[src/rtl/spiw_pkg.sv]
package spiw_pkg;

    typedef enum logic [1:0] {
        ST_IDLE  = 2'd0,
        ST_LEAD  = 2'd1,
        ST_TRAIL = 2'd2
    } spiw_state_e;

endpackage

[src/rtl/spiw_tick.sv]
// Half-period timer: reload on every phase entry, count down to zero.
module spiw_tick #(
    parameter int DLY_W = 8
) (
    input  logic             clk,
    input  logic             rst_n,
    input  logic             load,
    input  logic [DLY_W-1:0] load_val,
    output logic             expired
);

    logic [DLY_W-1:0] cnt_q;

    always_ff @(posedge clk or negedge rst_n) begin
        if (!rst_n) begin
            cnt_q <= '0;
        end else if (load) begin
            cnt_q <= load_val;
        end else if (cnt_q != '0) begin
            cnt_q <= cnt_q - 1'b1;
        end
    end

    assign expired = (cnt_q == '0);

endmodule

[src/rtl/spiw_shift.sv]
// Data path: left-justified transmit register, drive-on-change output,
// receive accumulator.
module spiw_shift #(
    parameter int W     = 32,
    parameter int CNT_W = 6
) (
    input  logic             clk,
    input  logic             rst_n,
    input  logic             load,
    input  logic             advance,
    input  logic             sample,
    input  logic [W-1:0]     tx_word,
    input  logic [CNT_W-1:0] nbits,
    input  logic             no_tx,
    input  logic             no_rx,
    input  logic             miso,
    output logic             mosi,
    output logic [W-1:0]     rx_next
);

    logic [W-1:0] txsh_q;
    logic [W-1:0] rxacc_q;
    logic [W-1:0] aligned;
    logic         trk_q;
    logic         nxt_bit;

    assign aligned = tx_word << (W - int'(nbits));
    assign nxt_bit = txsh_q[W-2];
    assign rx_next = {rxacc_q[W-2:0], (no_rx ? 1'b0 : miso)};

    always_ff @(posedge clk or negedge rst_n) begin
        if (!rst_n) begin
            txsh_q  <= '0;
            rxacc_q <= '0;
            trk_q   <= 1'b0;
            mosi    <= 1'b0;
        end else if (load) begin
            txsh_q  <= aligned;
            rxacc_q <= '0;
            // tracked level starts opposite to the first bit so it is driven
            trk_q   <= ~aligned[W-1];
            if (!no_tx) begin
                mosi  <= aligned[W-1];
                trk_q <= aligned[W-1];
            end
        end else begin
            if (sample) begin
                rxacc_q <= rx_next;
            end
            if (advance) begin
                txsh_q <= {txsh_q[W-2:0], 1'b0};
                if (!no_tx && (nxt_bit != trk_q)) begin
                    mosi  <= nxt_bit;
                    trk_q <= nxt_bit;
                end
            end
        end
    end

endmodule

[src/rtl/spi_word_master.sv]
module spi_word_master
    import spiw_pkg::*;
#(
    parameter int W     = 32,
    parameter int DLY_W = 8,
    localparam int CNT_W = $clog2(W + 1)
) (
    input  logic             clk,
    input  logic             rst_n,
    input  logic             start,
    input  logic [W-1:0]     tx_word,
    input  logic [CNT_W-1:0] bit_count,
    input  logic [DLY_W-1:0] half_delay,
    input  logic             cpol,
    input  logic             cpha,
    input  logic             no_tx,
    input  logic             no_rx,
    input  logic             miso,
    output logic             sck,
    output logic             mosi,
    output logic             busy,
    output logic             done,
    output logic [W-1:0]     rx_word
);

    localparam logic [CNT_W-1:0] FULL_N = CNT_W'(W);

    spiw_state_e      state_q, state_d;
    logic             cpol_q, cpha_q, ntx_q, nrx_q;
    logic [DLY_W-1:0] dly_q;
    logic [CNT_W-1:0] nbits_q, left_q, eff_n;
    logic             sck_q, done_q;
    logic [W-1:0]     rx_word_q, rx_next;
    logic             expired, phase_end, accept, last_bit;
    logic             ntx_now, nrx_now;

    assign eff_n     = ((bit_count == '0) || (bit_count > FULL_N)) ? FULL_N : bit_count;
    assign accept    = (state_q == ST_IDLE) && start;
    assign phase_end = (state_q != ST_IDLE) && expired;
    assign last_bit  = (left_q == CNT_W'(1));
    assign ntx_now   = (state_q == ST_IDLE) ? no_tx : ntx_q;
    assign nrx_now   = nrx_q;

    spiw_tick #(.DLY_W(DLY_W)) u_tick (
        .clk      (clk),
        .rst_n    (rst_n),
        .load     (accept | phase_end),
        .load_val (accept ? half_delay : dly_q),
        .expired  (expired)
    );

    spiw_shift #(.W(W), .CNT_W(CNT_W)) u_shift (
        .clk     (clk),
        .rst_n   (rst_n),
        .load    (accept),
        .advance ((state_q == ST_TRAIL) && phase_end && !last_bit),
        .sample  ((state_q == ST_TRAIL) && phase_end),
        .tx_word (tx_word),
        .nbits   (eff_n),
        .no_tx   (ntx_now),
        .no_rx   (nrx_now),
        .miso    (miso),
        .mosi    (mosi),
        .rx_next (rx_next)
    );

    // state register
    always_ff @(posedge clk or negedge rst_n) begin
        if (!rst_n) state_q <= ST_IDLE;
        else        state_q <= state_d;
    end

    // transitions: T_ACCEPT, T_HALF, T_NEXT, T_FINISH
    always_comb begin
        state_d = state_q;
        unique case (state_q)
            ST_IDLE:  if (start)     state_d = ST_LEAD;
            ST_LEAD:  if (phase_end) state_d = ST_TRAIL;
            ST_TRAIL: if (phase_end) state_d = last_bit ? ST_IDLE : ST_LEAD;
            default:                 state_d = ST_IDLE;
        endcase
    end

    // outputs and captured configuration
    always_ff @(posedge clk or negedge rst_n) begin
        if (!rst_n) begin
            cpol_q    <= 1'b0;
            cpha_q    <= 1'b0;
            ntx_q     <= 1'b0;
            nrx_q     <= 1'b0;
            dly_q     <= '0;
            nbits_q   <= '0;
            left_q    <= '0;
            sck_q     <= 1'b0;
            done_q    <= 1'b0;
            rx_word_q <= '0;
        end else begin
            done_q <= 1'b0;
            unique case (state_q)
                ST_IDLE: begin
                    if (start) begin
                        cpol_q  <= cpol;
                        cpha_q  <= cpha;
                        ntx_q   <= no_tx;
                        nrx_q   <= no_rx;
                        dly_q   <= half_delay;
                        nbits_q <= eff_n;
                        left_q  <= eff_n;
                        sck_q   <= cpha ? ~cpol : cpol;
                    end
                end
                ST_LEAD: begin
                    if (phase_end) sck_q <= ~sck_q;
                end
                ST_TRAIL: begin
                    if (phase_end) begin
                        if (last_bit) begin
                            done_q    <= 1'b1;
                            rx_word_q <= rx_next;
                            sck_q     <= cpol_q;
                        end else begin
                            left_q <= left_q - 1'b1;
                            sck_q  <= cpha_q ? ~cpol_q : cpol_q;
                        end
                    end
                end
                default: sck_q <= cpol_q;
            endcase
        end
    end

    assign sck     = sck_q;
    assign busy    = (state_q != ST_IDLE);
    assign done    = done_q;
    assign rx_word = rx_word_q;

endmodule

[config.mk]
export PLATFORM = sky130hd
export DESIGN_NAME = spi_word_master
export DESIGN_NICKNAME = d
export VERILOG_FILES = /design/src/rtl/spiw_pkg.sv /design/src/rtl/spiw_tick.sv /design/src/rtl/spiw_shift.sv /design/src/rtl/spi_word_master.sv
export SDC_FILE = /design/constraint.sdc
export NUM_CORES = 1
export LEC_CHECK = 0
export ABC_AREA = 0
export BUFFER_PORTS_ARGS = -buffer_cell sky130_fd_sc_hd__buf_2
export CORE_MARGIN = 1
export CORE_UTILIZATION = 35
export CTS_BUF_LIST = sky130_fd_sc_hd__clkbuf_4
export CTS_CLUSTER_DIAMETER = 120
export DETAILED_ROUTE_END_ITERATION = 7
export SYNTH_ARGS = -nofsm -noshare
export SYNTH_HDL_FRONTEND = slang
export SYNTH_SLANG_ARGS = --single-unit
[constraint.sdc]
create_clock -name clk -period 3.1 [get_ports clk]
set_clock_uncertainty 0.15 [all_clocks]
set_input_delay 0.775 -clock clk [delete_from_list [all_inputs] [get_ports clk]]
set_output_delay 0.775 -clock clk [all_outputs]
set_load 0.02 [all_outputs]
-- Word-level counts from Yosys, hierarchy flattened
Cells that the tools add are included.
- bits of input ports: 54
- logic and storage cells: 93
- output and inout bits: 36
- flip-flop bits (word level): 126
- order comparisons: 1
- equal/unequal tests: 9
- reductions and logical operators: 24
- shifts and indexed selects: 1
- mux-type cells: 35
- bitwise logic cells: 5
- add/subtract/negate cells: 3
- operator list (kind ; number):
    $mux 31 ; 4
    $shl 32x32->32 ; 1
    $mux 6 ; 4
    $mux 8 ; 3
    $mux 1 ; 18
    $pmux 6 s2 ; 1
    $reduce_bool 2->1 ; 6
    $ne 2x2->1 const B ; 5
    $reduce_and 3->1 ; 3
    $logic_not 8->1 ; 1
    $reduce_bool 8->1 ; 1
    $sub 8x1->8 const B ; 1
    $sub 6x6->7 const A ; 1
    $eq 6x1->1 const B ; 1
    $gt 6x6->1 const B ; 1
    $logic_not 6->1 ; 1
    $mux 2 ; 3
    $pmux 2 s3 ; 1
    $sub 6x1->6 const B ; 1
    $logic_and 1x1->1 ; 5
    $not 1->1 ; 4
    $reduce_and 2->1 ; 2
    $reduce_and 4->1 ; 1
    $pmux 1 s3 ; 1
    7 further kinds ; 8

-- Logic depth before layout (Yosys ltp)
Gate-level depths: netlist (run 1).
- depth after elaboration: 8
- gate-level depth with buffers: 14
- gate-level depth less buffers: 10

-- Hierarchy
From an unflattened synthesis (run 1), not the netlist that was laid out.
- cell total of the unflattened synthesis: 735
- area, all modules: 7494.7 um^2
- modules (own cells, without submodules) (module ; cells each ; sequential area each (um^2) ; instances ; area each (um^2)):
    spiw_shift ; 479 ; 1601.5 ; 1 ; 4579.4
    spi_word_master ; 202 ; 1351.3 ; 1 ; 2438.6
    spiw_tick ; 54 ; 200.2 ; 1 ; 476.7

-- Worst setup path after synthesis (run 1)
No wires, ideal clock.
- path kind: input to register
- start: input bit_count[0]
- end: register u_shift.txsh_q[18]
- stages on the path: 13
- setup slack: -0.219 ns
- library setup time: 0.096 ns
- arrival time: 3.073 ns
- path buffers: 4
- required time: 2.854 ns
- cells stage by stage: nor2b_4 > buf_6 > buf_12 > inv_2 > ha_1 > buf_4 > or3b_1 > a221oi_2 > nor2_1 > clkbuf_1 > o21ai_1 > a21oi_1 > nor4_2
- word-level cells in the longest chain between the ends: 6
- elaborated cells between the ends (all ways): 7
- those cells by class: add/sub (1); order compare (1); shift (1); mux (2); reduce/logical (2)
- ends and longest elaborated chain (what ; line ; RTL):
    start, declared ; spi_word_master.sv:12 ; input logic [CNT_W-1:0] bit_count,
    $gt 6x6->1 / $logic_not 6->1 (equally long branches) ; spi_word_master.sv:37 ; assign eff_n = ((bit_count == '0) || (bit_count > FULL_N)) ? FULL_N : bit_count;
    $logic_or 1x1->1 ; spi_word_master.sv:37 ;
    $mux 6 (*) ; spi_word_master.sv:37 ;
    $sub 6x6->7 (*) ; spiw_shift.sv:27 ; assign aligned = tx_word << (W - int'(nbits));
    $shl 32x32->32 (*) ; spiw_shift.sv:27 ;
    $mux 31 (*) ; spiw_shift.sv:37 ; end else if (load) begin
    end signal, assigned ; spiw_shift.sv:38 ; txsh_q <= aligned;
    end signal, assigned ; spiw_shift.sv:51 ; txsh_q <= {txsh_q[W-2:0], 1'b0};
    end, declared ; spiw_shift.sv:21 ; logic [W-1:0] txsh_q;
Every way passes the cells marked *; elsewhere a longest branch is shown, timed or not.
A chain may end at the register's enable or synchronous reset.

-- Final worst setup path (run 1)
- start: register u_tick.cnt_q[0]
- end: register u_shift.txsh_q[13]
- word-level cells in the longest chain between the ends: 5
- ends and longest elaborated chain (what ; line ; RTL):
    start, declared ; spiw_tick.sv:12 ; logic [DLY_W-1:0] cnt_q;
    start signal, assigned ; spiw_tick.sv:18 ; cnt_q <= load_val;
    start signal, assigned ; spiw_tick.sv:20 ; cnt_q <= cnt_q - 1'b1;
    $logic_not 8->1 ; spiw_tick.sv:24 ; assign expired = (cnt_q == '0);
    $logic_and 1x1->1 ; spi_word_master.sv:39 ; assign phase_end = (state_q != ST_IDLE) && expired;
    $logic_and 1x1->1 (2 in a row) ; spi_word_master.sv:56 ; .advance ((state_q == ST_TRAIL) && phase_end && !last_bit),
    $reduce_bool 2->1 (no source line) ; -- ;
No other way between the ends.

==> flow_summary.toml, run 1 <==
[run_status]
status = "completed"

[clocking]
clock-sinks = 126
ctsHoldBuffers = 0
root_buffer = "clkbuf_4"
htree_levels = 4
postCtsResizedCells = 0
clock_path_buffers = 2
cts_tree = "yes"
worstSkewPairLatency_ns = 0.53
postCtsSetupBuffers = 0
clk_transition_reported_paths_ns = 0.12
numCtsBuffers = 17

[global_route]
grt_max_degree = 127
grt_pass1_vias = 6274
antenna_found_initial = 0
grt_usage = 0.188
grt-ovfl-total = 0
grt_pass1_wl_um = 32500

[placement]
dp.final_hpwl_um = 14200
dp_slack_ns = -0.0792
gp_congestion = 0.920
io_buffers = 89

[worst_setup_path]
path_cells = "inv_1 -> ha_1 -> or4b_4 -> nor3_4 -> nand2_1 -> buf_4 -> and3_1 -> a221oi_1 -> o21ai_1"
rr_startpoint = "u_tick.cnt_q[0]"
worstSetupEndpointType = "flip-flop"
crit_arrival_ns = 3.07
cp-start-kind = "flip-flop"
worst-path-buf-inv = 2
worst-r2r-setup-slack_ns = 0.30
r2r-end = "u_shift.txsh_q[13]"
crit_fanout = 15
cp.required_ns = 3.37
path_delay_family = "simple AND/OR/NAND/NOR gates"
cp_slowest_cell = "or4b_4"
critPathKind = "reg -> reg"
r2r_cells = 9
crit_path_max_incr_delay_ns = 0.54
crit_path_start = "u_tick.cnt_q[0]"

[layout]
fillers = 2050
drive_gt1_frac = 0.235
n_antenna_cell = 0
fin_nets = 1026
area_delta_synth_final_pct = 19.4

[routing]
drt-pass1-iter-count = 5
ant_nets = 0
drtIter0Drc = 455
vias = 6598
drt-wirelength-per-cell_um = 15.7
drc = 0
via_per_inst = 5.27
totalWireLength_um = 19600

[synth]
synth_edf_count = 0
ys.flop_type = "dfrtp_1"
synthCells = 834
synth_top_family_by_area = "simple AND/OR/NAND/NOR gates"
synth-compound-area-share = 0.172
synth_xor_area_frac = 0.0157
synthMuxAreaShare = 0.124
syn_area_um2 = 7330
synth.distinct_cells = 68
ys_warn_count = 0
synth_seq_cells = 126
synthesis.nets = 892
ys_seq_area_frac = 0.430
synthArstFlopShare = 1.00
syn_avg_cell_area_um2 = 8.79
yosys.area_share.simple = 0.205
synthAdderAreaFrac = 0.00682

[die]
start_util = 0.360
dieArea_um2 = 21500
num_rows = 52
core-area_um2 = 20400
die_w_um = 147
pin_count = 90
die_h_um = 147

[power_and_ir_drop]
powerDensity_nw_per_um2 = 378
p_sw_uw = 996
clockPowerShare = 0.314
swShare = 0.301
p_seq_frac = 0.497
p_int_mw = 2.32
combPwrFrac = 0.189
ir_drop_v = 0.000172
leakagePower_nw = 4.26

[timing]
slew_viol_final = 0
rsz0062_at_grt = "false"
hold_violations = 0
worstMarginPinSlew_ns = 0.764
fin_setup_tns_ns = 0
fin_crit_sh = 0.902
worst_slack_ns = 0.303
finalCriticalPeriod_ns = 2.80
max_freq_mhz = 358
setup_violations = 0
slew-limit-headroom = 0.491

[run]
timing.max_cap.violations = 0

[hold_path]
hold_class = "in -> async"
flip-flops by register name (all words and copies together), names as in the netlist:
| name | cells |
|---|---|
| u_shift.txsh_q | 31 |
| state_q | 2 |
| u_shift.mosi | 1 |
| cpol_q | 1 |
| nrx_now | 1 |
| ntx_q | 1 |
| done | 1 |
| rx_word | 32 |
| u_shift.rxacc_q | 31 |
| sck | 1 |
| u_tick.cnt_q | 8 |
| cpha_q | 1 |
| dly_q | 8 |
| left_q | 6 |
| u_shift.trk_q | 1 |
cell type report:
class | count | area (µm²) | share of cell area
multi-input cells | 646 | 3890 | 0.444
flip-flops and latches | 126 | 3150 | 0.360
repair buffers | 166 | 1080 | 0.123
well taps | 270 | 338 | 0.0386
clock buffers | 18 | 135 | 0.0154
clock inverters | 14 | 119 | 0.0136
inverters | 11 | 48.8 | 0.00557
power groups by stage:
stage / Sequential, mW / Combinational (mW) / Clock, mW
final: 1.65 / 0.627 / 1.04
after floorplan: 1.68 / 0.356 / 0
after CTS: 1.65 / 0.622 / 1.08
after detailed placement: 1.68 / 0.618 / 0
after global routing: 1.65 / 0.677 / 1.15
after global placement: 1.68 / 0.618 / 0
Yosys cell counts, types with 7 or more instances:
cell type  instances  area, µm²
nand2_1          259        972
o21ai_0           56        280
inv_1              9       33.8
mux2i_1           49        490
a31oi_1            8       50.1
nor3_1            14       70.1
o21ai_1            7       35.0
clkbuf_1          28        105
nand3_1            9       45.0
mux4_1            12        315
buf_4              8       60.1
nor2_1            47        176
o22ai_1            8       50.1
dfrtp_1          126       3150
a21oi_1           67        335
how the worst max path moves through the flow:
stage | endpoint | slack [ns] | cells past startpoint
final | u_shift.txsh_q[13] | 0.30 | 9
after global routing | u_shift.txsh_q[24] | 0.08 | 9
after CTS | u_shift.txsh_q[13] | 0.27 | 9
after detailed placement | u_shift.mosi | -0.08 | 10
after global placement | u_shift.txsh_q[29] | -0.02 | 13
after floorplan | u_shift.txsh_q[16] | 0.0005 | 13
through the flow:
| step | instance area (µm²) | power [mW] | hold WS (ns) | util | std cells |
|---|---|---|---|---|---|
| floorplan | 7390 | 2.03 | 0.287 | - | 834 |
| global placement | 8500 | 2.30 | 0.303 | 0.418 | 1219 |
| detailed placement | 8500 | 2.30 | 0.307 | 0.418 | 1219 |
| CTS | 8760 | 3.35 | 0.174 | 0.430 | 1251 |
| global route | 8760 | 3.47 | 0.201 | 0.430 | 1251 |
| finish | 8760 | 3.31 | 0.153 | 0.430 | 1251 |
kinds of logic (layout without fill, tap and decap cells):
family | after synthesis | after routing
compound gates | 204 | 204
xor+xnor | 11 | 11
fa+ha+maj | 4 | 4
buf+inv | 62 | 209
flops | 126 | 126
mux | 67 | 67
simple gates | 360 | 360
placed cells by master (no fill, tap or decap), types with 6 or more instances in the layout:
cell and count:
buf_4 74, o21a_1 6, inv_1 9, o21ai_1 8, a31oi_1 8, nand2_1 257
a21oi_1 67, mux2i_1 49, dfrtp_1 126, o22ai_1 8, xnor2_1 6, nor3_1 14
buf_2 88, o21ai_0 55, mux4_1 12, clkbuf_4 18, nor2_1 46, nand3_1 9
o211ai_1 6
layer usage:
layer  routed length (µm)  share of wire  global-route usage
met1                 9320           0.47               0.264
met2                 9160           0.47               0.294
met3                  876          0.045              0.0351
met4                  284          0.014              0.0583
met5                    0              0                   0
No activity file was read; power rests on OpenSTA's default activity.
==> inputs of run 2 (changes only) <==
--- a/config.mk
+++ b/config.mk
@@ -8,7 +8,7 @@
 export ABC_AREA = 0
 export BUFFER_PORTS_ARGS = -buffer_cell sky130_fd_sc_hd__buf_2
 export CORE_MARGIN = 1
-export CORE_UTILIZATION = 35
+export CORE_UTILIZATION = 40
 export CTS_BUF_LIST = sky130_fd_sc_hd__clkbuf_4
 export CTS_CLUSTER_DIAMETER = 120
 export DETAILED_ROUTE_END_ITERATION = 7
==> flow_summary.toml, run 2 (synthesis results as in run 1) <==
[timing]
worst_slack_ns = 0.272
slew_viol_final = 0
finalCriticalPeriod_ns = 2.83
hold_slack_ns = 0.105
slew-limit-headroom = 0.528
worstMarginPinSlew_ns = 0.709
rsz0062_at_grt = "false"
max_freq_mhz = 354
hold_violations = 0
setup_violations = 0
fin_crit_sh = 0.912

[routing]
via_per_inst = 5.51
drtIter0Drc = 384
ant_nets = 0
drc = 0
vias = 6653
totalWireLength_um = 19800
drt-wirelength-per-cell_um = 16.4
drt-pass1-iter-count = 5

[clocking]
cts_tree = "yes"
numCtsBuffers = 17
clk_transition_reported_paths_ns = 0.13
root_buffer = "clkbuf_4"
clock_path_buffers = 2
worstSkewPairLatency_ns = 0.54
clock-sinks = 126
postCtsSetupBuffers = 0
ctsHoldBuffers = 0
postCtsResizedCells = 0
htree_levels = 4

[run_status]
status = "completed"

[global_route]
grt-ovfl-total = 0
grt_pass1_wl_um = 32000
grt_pass1_vias = 6187
grt_usage = 0.219
antenna_found_initial = 0
grt_max_degree = 52

[layout]
layout_commonest_cell = "nand2_1"
fillers = 1735
final_area_um2 = 8750
final_cell_mix = "nand2_1 (257), dfrtp_1 (126), buf_2 (88)"
fin_nets = 1025
largest_reg_flops = 32
drive_gt1_frac = 0.236
area_delta_synth_final_pct = 19.4
n_antenna_cell = 0

[worst_setup_path]
crit_fanout = 23
worst-path-buf-inv = 2
path_cells = "inv_1 -> ha_1 -> or4b_4 -> nor3_4 -> nand2_1 -> buf_4 -> mux2i_1 -> a22oi_1 -> o21ai_0 -> a31oi_1"
crit_path_start = "u_tick.cnt_q[0]"
worstSetupEndpointType = "flip-flop"
r2r_cells = 10
crit_arrival_ns = 3.13
r2r-end = "u_shift.txsh_q[29]"
rr_startpoint = "u_tick.cnt_q[0]"
worst-r2r-setup-slack_ns = 0.27
cp.required_ns = 3.40
critPathKind = "reg -> reg"
cp-start-kind = "flip-flop"
cp_slowest_cell = "or4b_4"
path_delay_family = "simple AND/OR/NAND/NOR gates"
crit_path_max_incr_delay_ns = 0.54

[power_and_ir_drop]
totalPowerFinal_mw = 3.55
leakagePower_nw = 4.27
ir_drop_v = 0.000404
powerDensity_nw_per_um2 = 405

[placement]
dp.final_hpwl_um = 14400
dp_slack_ns = -0.0186
io_buffers = 89
gp_congestion = 0.913
place_area_um2 = 8440

[die]
pin_count = 90
die_h_um = 137
start_util = 0.408
core-area_um2 = 18000
die_w_um = 137
num_rows = 49
dieArea_um2 = 18900

[run]
timing.max_cap.violations = 0

[hold_path]
hold_class = "in -> async"
==> run 2: cell count changes in the layout (fill, tap and decap cells not counted) <==
cell	previous run	this run
inv_6	2	6
clkinv_2	3	0
bufinv_16	1	3
clkinv_1	2	0
buf_4	74	73
clkbuf_4	18	17
clkinv_4	3	2
==> run 2: power breakdown <==
part           switching (mW)  total, mW  internal (mW)
Clock                   0.690       1.26          0.572
Combinational           0.363      0.641          0.278
Sequential            0.00178       1.65           1.65
Total                    1.06       3.55           2.49
==> run 2: layer usage <==
metal  track usage  wire length [µm]  part of all wire
met5             0                 0                 0
met4        0.0708               323             0.016
met3        0.0386              1040             0.052
met2         0.355              9360              0.47
met1         0.294              9050              0.46
==> run 2: area by class of cell <==
cell class / instances / area, µm² / area share
inverters: 11 / 48.8 / 0.00557
well taps: 229 / 287 / 0.0327
clock buffers: 17 / 128 / 0.0146
flip-flops and latches: 126 / 3150 / 0.360
repair buffers: 165 / 1070 / 0.122
multi-input cells: 646 / 3890 / 0.444
clock inverters: 14 / 183 / 0.0209
==> run 2: worst max path at each step <==
stage / cells past startpoint / slack (ns) / to
6_report: 10 / 0.27 / u_shift.txsh_q[29]
5_1_grt: 10 / 0.08 / u_shift.txsh_q[29]
4_1_cts: 10 / 0.28 / u_shift.txsh_q[29]
3_5_place_dp: 8 / -0.02 / u_shift.mosi
3_3_place_gp: 11 / -0.002 / u_shift.txsh_q[26]
2_1_floorplan: 13 / 0.0005 / u_shift.txsh_q[16]
==> run 2: per-stage QoR <==
step,instances,TNS (ns),util
2_1_floorplan,834,0,-
3_3_place_gp,1177,-0.00156,0.470
3_5_place_dp,1177,-0.0250,0.470
4_1_cts,1208,0,0.487
5_1_grt,1208,0,0.487
6_report,1208,0,0.487
==> inputs of run 3 (changes only) <==
--- a/config.mk
+++ b/config.mk
@@ -12,6 +12,7 @@
 export CTS_BUF_LIST = sky130_fd_sc_hd__clkbuf_4
 export CTS_CLUSTER_DIAMETER = 120
 export DETAILED_ROUTE_END_ITERATION = 7
+export PLACE_DENSITY = 0.65
 export SYNTH_ARGS = -nofsm -noshare
 export SYNTH_HDL_FRONTEND = slang
 export SYNTH_SLANG_ARGS = --single-unit
==> flow_summary.toml, run 3 (synthesis results as in run 1) <==
[run_status]
status = "completed"

[worst_setup_path]
crit_arrival_ns = 3.08
cp.required_ns = 3.37
critPathKind = "reg -> reg"
crit_fanout = 9
worstSetupEndpointType = "flip-flop"
cp-start-kind = "flip-flop"

[die]
die_w_um = 137
num_rows = 49
dieArea_um2 = 18900
pin_count = 90
start_util = 0.408
core-area_um2 = 18000
die_h_um = 137

[clocking]
cts_tree = "yes"
ctsHoldBuffers = 0
clk_transition_reported_paths_ns = 0.12
clock-sinks = 126
postCtsSetupBuffers = 0
worstSkewPairLatency_ns = 0.54
root_buffer = "clkbuf_4"
postCtsResizedCells = 0
htree_levels = 4
numCtsBuffers = 17
clock_path_buffers = 2

[layout]
multi_input_area_um2 = 3890
n_antenna_cell = 0
drive_gt1_frac = 0.228
fillers = 1713
seq_area_um2 = 3150
instances_no_fill = 1201
fin_nets = 1018
area_delta_synth_final_pct = 18.8
final_area_um2 = 8710
largest_reg_flops = 32
layout_commonest_cell = "nand2_1"
final_cell_mix = "nand2_1 (257), dfrtp_1 (126), buf_2 (88)"

[timing]
max_freq_mhz = 355
worstMarginPinSlew_ns = 0.720
rsz0062_at_grt = "false"
setup_violations = 0
fin_crit_sh = 0.908
finalCriticalPeriod_ns = 2.81
fin_setup_tns_ns = 0
worst_slack_ns = 0.286
slew-limit-headroom = 0.520
hold_violations = 0
slew_viol_final = 0

[routing]
drc = 0
drt-pass1-iter-count = 5
wl_met2_um = 9020
wl_met1_um = 8570
drtIter0Drc = 551
ant_nets = 0
totalWireLength_um = 19000
drt-wirelength-per-cell_um = 15.9
wl_met3_um = 1010
vias = 6621
via_per_inst = 5.51
routed.top_layer = "met4"

[power_and_ir_drop]
ir_drop_v = 0.000438
p_seq_frac = 0.464
p_sw_uw = 991
leakagePower_nw = 4.25
powerDensity_nw_per_um2 = 407
combPwrFrac = 0.177
swShare = 0.279
clockPowerShare = 0.358
p_int_mw = 2.56
totalPowerFinal_mw = 3.55

[placement]
gp_congestion = 0.956
dp.final_hpwl_um = 13800
dp_slack_ns = -0.0389
place_area_um2 = 8390
dp.cells = 1170
io_buffers = 89

[global_route]
grt-ovfl-total = 0
grt_pass1_wl_um = 31000
grt_usage = 0.211
grt_max_degree = 127
antenna_found_initial = 0
grt_pass1_vias = 6138

[hold_path]
hold_class = "in -> async"

[run]
timing.max_cap.violations = 0
## run 3: stage by stage
stage               hold slack (ns)   util
floorplan                     0.287      -
detailed placement            0.308  0.467
global placement              0.302  0.467
finish                        0.158  0.485
global route                  0.181  0.485
CTS                           0.190  0.485
## run 3: final timing paths
kind,from,to,slack (ns),depth (start not counted)
setup / recovery,u_tick.cnt_q[0],u_shift.txsh_q[16],0.29,9
hold / removal,rst_n,rx_word[2],0.16,2
setup reg to reg,u_tick.cnt_q[0],u_shift.txsh_q[16],0.29,9
hold reg to reg,rx_word[1],rx_word[1],0.33,2
max in group asynchronous,rst_n,dly_q[0],2.12,2
min in group clk,no_rx,nrx_now,0.29,3
## run 3: critical path, stage by stage, from the launching register on
cell and delay, ns:
dfrtp_1 0.39, inv_1 0.09, ha_1 0.20, or4b_4 0.53, nor3_4 0.19, nand2_1 0.23, o21ai_0 0.42, o21ai_0 0.18
a221oi_1 0.24, nor2_1 0.07
## run 3: area by class of cell
cell class | instances | share of cell area
inverter | 11 | 0.00560
sequential | 126 | 0.362
multi-input combinational | 646 | 0.446
timing repair buffer | 158 | 0.117
clock inverter | 14 | 0.0223
tap | 229 | 0.0329
clock buffer | 17 | 0.0146
## run 3: power by group through the flow
| stage | Combinational (mW) | Sequential (mW) | Clock, mW |
|---|---|---|---|
| global placement | 0.620 | 1.68 | 0 |
| CTS | 0.624 | 1.65 | 1.30 |
| global route | 0.678 | 1.65 | 1.37 |
| floorplan | 0.356 | 1.68 | 0 |
| detailed placement | 0.621 | 1.68 | 0 |
| finish | 0.628 | 1.65 | 1.27 |
## run 3: routing by layer
metal	global-route usage	vias up
met1	0.275	3197
met3	0.0500	42
li1	-	3183
met2	0.340	199
met4	0.0763	0
met5	0	-
